===== config.mk =====
export PLATFORM = sky130hd
export DESIGN_NAME = clk_stop_gate
export DESIGN_NICKNAME = d
export VERILOG_FILES = /design/src/rtl/csg_pkg.sv /design/src/rtl/csg_req_filter.sv /design/src/rtl/csg_gate_cell.sv /design/src/rtl/clk_stop_gate.sv
export SDC_FILE = /design/constraint.sdc
export NUM_CORES = 1
export LEC_CHECK = 0
export ABC_AREA = 1
export BUFFER_PORTS_ARGS = -buffer_cell sky130_fd_sc_hd__buf_2
export CORE_UTILIZATION = 30
export DETAILED_ROUTE_END_ITERATION = 6
export SLEW_MARGIN = 20
export SYNTH_ARGS = -nofsm -noshare
export SYNTH_HDL_FRONTEND = slang
export SYNTH_HIERARCHICAL = 1
export SYNTH_SLANG_ARGS = --single-unit

===== constraint.sdc =====
create_clock -name clk -period 0.87 [get_ports clk]
set_clock_uncertainty 0.05 [all_clocks]
set_input_delay 0.087 -clock clk [delete_from_list [all_inputs] [get_ports clk]]
set_output_delay 0.087 -clock clk [all_outputs]
set_load 0.05 [all_outputs]

===== src/rtl/csg_pkg.sv =====
package csg_pkg;
  typedef struct packed {
    logic req_en;
    logic stoppable;
    logic drive_tri;
    logic oe_en;
  } csg_cfg_t;
endpackage


===== src/rtl/csg_req_filter.sv =====
module csg_req_filter #(
  parameter int SYNC_STAGES = 2
) (
  input  logic clk,
  input  logic rst,
  input  logic req_async,
  output logic req_ok
);
  localparam int LAST = SYNC_STAGES - 1;
  logic [LAST:0] sync_q;
  logic          hold_q;

  always_ff @(posedge clk) begin
    if (rst) begin
      sync_q <= '0;
      hold_q <= 1'b0;
      req_ok <= 1'b0;
    end else begin
      sync_q <= {sync_q[LAST-1:0], req_async};
      hold_q <= sync_q[LAST];
      if (sync_q[LAST] == hold_q) req_ok <= hold_q;
    end
  end
endmodule


===== src/rtl/csg_gate_cell.sv =====
module csg_gate_cell (
  input  logic clk,
  input  logic rst,
  input  logic run,
  input  logic oe_en,
  input  logic drive_tri,
  output logic out_t,
  output logic out_c,
  output logic out_oe
);
  logic gate_q;

  // gate updates on the falling edge, i.e. only while the clock is low
  always_ff @(negedge clk) begin
    if (rst) gate_q <= 1'b1;
    else     gate_q <= run;
  end

  always_comb begin
    out_t  = clk & gate_q;
    out_c  = ~clk & gate_q;
    out_oe = oe_en & (gate_q | ~drive_tri);
  end
endmodule


===== src/rtl/clk_stop_gate.sv =====
module clk_stop_gate #(
  parameter int N_CH        = 4,
  parameter int SYNC_STAGES = 2
) (
  input  logic            clk,
  input  logic            rst,
  input  logic [N_CH-1:0] req_n,
  input  logic [N_CH-1:0] req_en,
  input  logic [N_CH-1:0] stoppable,
  input  logic [N_CH-1:0] drive_tri,
  input  logic [N_CH-1:0] oe_cfg,
  input  logic            stop_n,
  input  logic            sw_run,
  output logic [N_CH-1:0] clk_t,
  output logic [N_CH-1:0] clk_c,
  output logic [N_CH-1:0] oe
);
  import csg_pkg::*;

  logic stop_q;
  logic global_stop;

  always_ff @(posedge clk) begin
    if (rst) stop_q <= 1'b0;
    else     stop_q <= ~stop_n;
  end

  assign global_stop = stop_q | ~sw_run;

  for (genvar i = 0; i < N_CH; i++) begin : g_ch
    csg_cfg_t cfg;
    logic     req_halt;
    logic     run;

    assign cfg = '{req_en: req_en[i], stoppable: stoppable[i],
                   drive_tri: drive_tri[i], oe_en: oe_cfg[i]};

    csg_req_filter #(.SYNC_STAGES(SYNC_STAGES)) u_filt (
      .clk       (clk),
      .rst       (rst),
      .req_async (req_n[i]),
      .req_ok    (req_halt)
    );

    assign run = ~(cfg.req_en & req_halt) & ~(cfg.stoppable & global_stop);

    csg_gate_cell u_gate (
      .clk       (clk),
      .rst       (rst),
      .run       (run),
      .oe_en     (cfg.oe_en),
      .drive_tri (cfg.drive_tri),
      .out_t     (clk_t[i]),
      .out_c     (clk_c[i]),
      .out_oe    (oe[i])
    );
  end
endmodule


==> summary.md <==
| Metric | Value |
|---|---|
| Routed vias | 792 |
| Worst setup SP type | flip-flop |
| Post-Synth Adder-Cell Area | 0 |
| Ys async rst share | 0 |
| Gpl congestion | roughly 0.68 |
| Final worst slack | -879 ps |
| Post-DP HPWL | between 1 and 1.5 mm |
| Top post-synthesis cells by area | dfxtp_1 53%, inv_1 15%, nor2_1 8.0%, a21oi_1 5.0%, a21oi_2 4.4% |
| Post-synthesis mux area share | 0 |
| Yosys reg bits | 21 |
| GRT Total Usage | 0.140 |
| Post-DR wirelength/cell | 9.37 um |
| Synth Area per Inst | 7.69 um^2 |
| Skew-Pair Late Insertion Delay | just over 400 ps |
| Area growth syn-to-layout | 74.0% |
| Met3 Resource Use GR | 0.0847 |
| Tot Pwr | between 5 and 6 mW |
| Initial antenna violation count | 0 |
| Chip height | 53.6 um |
| Worst-Margin Slew | 166 ps |
| Routed wire length | ~1.8 mm |
| Core Util, Final | 0.557 |
| Filler cell count | between 200 and 250 |
| Max FO, Critical Path | 2 |
| Row Count | 18 |
| Crit path DAT | between 1500 and 2000 ps |
| Area leader, netlist | dfxtp_1 |
| Commonest cells in the netlist | 33 x inv_1, 21 x dfxtp_1, 17 x nor2_1, 8 x a21oi_1, 8 x nand2_1 |
| Placed cell count | 175 |
| Final hold slack | between 15 and 20 ps |
| Die area | ~2900 um^2 |
| GR Util met2 | 0.202 |
| Grt met1 use | 0.0974 |
| RSZ-0062 raised after global routing | true |
| DRC errors left | 0 |
| Pwr per Cell Area | between 3000 and 4000 nW/um^2 |
| Pins Over Slew Limit | 0 |
| I/O pins | 36 |
| Worst slew margin | 0.889 |
| Cell leakage power | slightly above 0.7 nW |
| Xor/xnor share of the synthesized area | 0 |
| Post-synthesis sequential area ratio | 0.526 |
| GR peak layer | met4 |
| Via density | about 4.2 |
| First-pass GRT wire length | between 2 and 3 mm |
| Die X | about 54 um |
| Synth Warn # | 6 |
| Layout Cells excl Fill | 189 |
| Max VDD drop | approximately 3100 uV |
| Vias in the first global route | between 800 and 900 |
| Final setup TNS | -11,490 ps |
| Placed Instance Area | approximately 1100 um^2 |
| Failing checks | setup timing |
| # nets final | approximately 180 |
| Total of max-cap violations | 0 |
| Crit end category | output port |
| Ys flop type | dfxtp_1 |
| Worst hold path class | in -> reg |
| Reg clk slew, reported paths | ~120 ps |
| CTS tree | built |
| Layout cells sized above 1 | 0.522 |
| Number of nets with antenna violations after routing | 0 |
| Crit Path Category | reg -> out |
| Diode count | 0 |
| WP data required | approximately 730 ps |
| DRT Pass-1 Iters | 2 |
| Final Setup Violations | 24 |
| DP Worst Slack | -467 ps |
| Largest family of logic cells by synthesized area | simple AND/OR/NAND/NOR gates |
| Initial DRC count | 3 |
| Final Hold Fails | 0 |
| Core area | about 2500 um^2 |
| Most common cell in the netlist | inv_1 |
| Number of unique standard cell types used by synthesis | 10 |
| Initial Util | 0.320 |
| Cells after Synth | approximately 100 |
| IO buf count | 35 |
| Post-Synth Simple-Gate Area | 0.188 |
| Synth Area in Compound Gates | 0.131 |
| Mapped Area | 800 um^2 |
| Syn nets | ~130 |
| Largest net degree at the start of global routing | 12 |
| Post-synth EDFFs | 0 |
| GRT overflow | 0 |
| Design area | about 1400 um^2 |
| Yosys top cell area share | 0.526 |
| Outcome | finished with violations |
-- layout make-up --
type / instances / area, um^2 / share of cell area
multi-input combinational: 50 / 350 / 0.252
clock buffer: 16 / 158 / 0.113
clock inverter: 8 / 45.0 / 0.0324
inverter: 25 / 104 / 0.0746
sequential: 21 / 429 / 0.308
timing repair buffer: 39 / 268 / 0.192
tap: 30 / 37.5 / 0.0270
-- report_power, final --
group | leakage (nW) | internal (mW) | total (mW) | switching, mW
clock | 0.136 | 1.44 | 3.73 | 2.28
sequential | 0.172 | 0.998 | 1.02 | 0.0227
combinational | 0.396 | 0.129 | 0.268 | 0.139
-- worst max-delay path, cell delays in order, from the launching register on --
cell and delay, ps:
dfxtp_4 370, inv_4 50, a21oi_4 110, buf_6 170
-- state kept, by name, indices dropped and copies added, names as in the netlist --
| name | flops |
|---|---|
| g_ch.u_filt/req_ok | 4 |
| g_ch.u_gate/gate_q | 4 |
| g_ch.u_filt/sync_q | 8 |
| stop_q | 1 |
| g_ch.u_filt/hold_q | 4 |
-- logic make-up (layout without fill, tap and decap cells) --
family / count (synthesis) / after routing
and+or+nand+nor: 34 / 34
buffers and inverters: 33 / 88
DFF: 21 / 21
AOI/OAI and AO/OA: 16 / 16
-- cell usage in the layout, fill, tap and decap left out, types with 2 or more instances in the layout --
master / instances
inv_1: 24
nand2_1: 4
a21oi_2: 4
nand2_2: 3
nor2_4: 4
buf_2: 23
nor2_2: 4
buf_6: 9
o21bai_1: 4
dfxtp_2: 4
clkinvlp_4: 4
a21oi_1: 4
dlygate4sd3_1: 5
a21oi_4: 4
inv_4: 4
buf_4: 6
clkbuf_4: 7
nand2_4: 2
dfxtp_1: 16
or2_1: 4
buf_8: 3
nor2_1: 13
-- final timing paths --
kind / slack, ps / to / startpoint / cells after the start
worst min register to register: 360 / g_ch[0].u_filt/sync_q[1] / g_ch[0].u_filt/sync_q[0] / 2
worst max-delay path: -880 / oe[0] / g_ch[0].u_gate/gate_q / 3
worst max register to register: -390 / g_ch[2].u_gate/gate_q / stop_q / 4
worst min-delay path: 20 / stop_q / rst / 3
-- per-layer routing --
| metal | share of wire | up-vias |
|---|---|---|
| li1 | - | 408 |
| met1 | 0.34 | 343 |
| met2 | 0.54 | 35 |
| met3 | 0.094 | 6 |
| met4 | 0.024 | 0 |
| met5 | 0 | - |
-- what timing repair did --
item | in CTS | in global routing
hold buffers | 6 | 0
endpoints found under the hold margin | 9 | 0
setup buffers | 0 | 0
gates resized for setup | 33 | 12
setup endpoints to repair | 24 | 25
pin swaps | 9 | 1
Note: power is estimated with default switching activity, not from simulation.
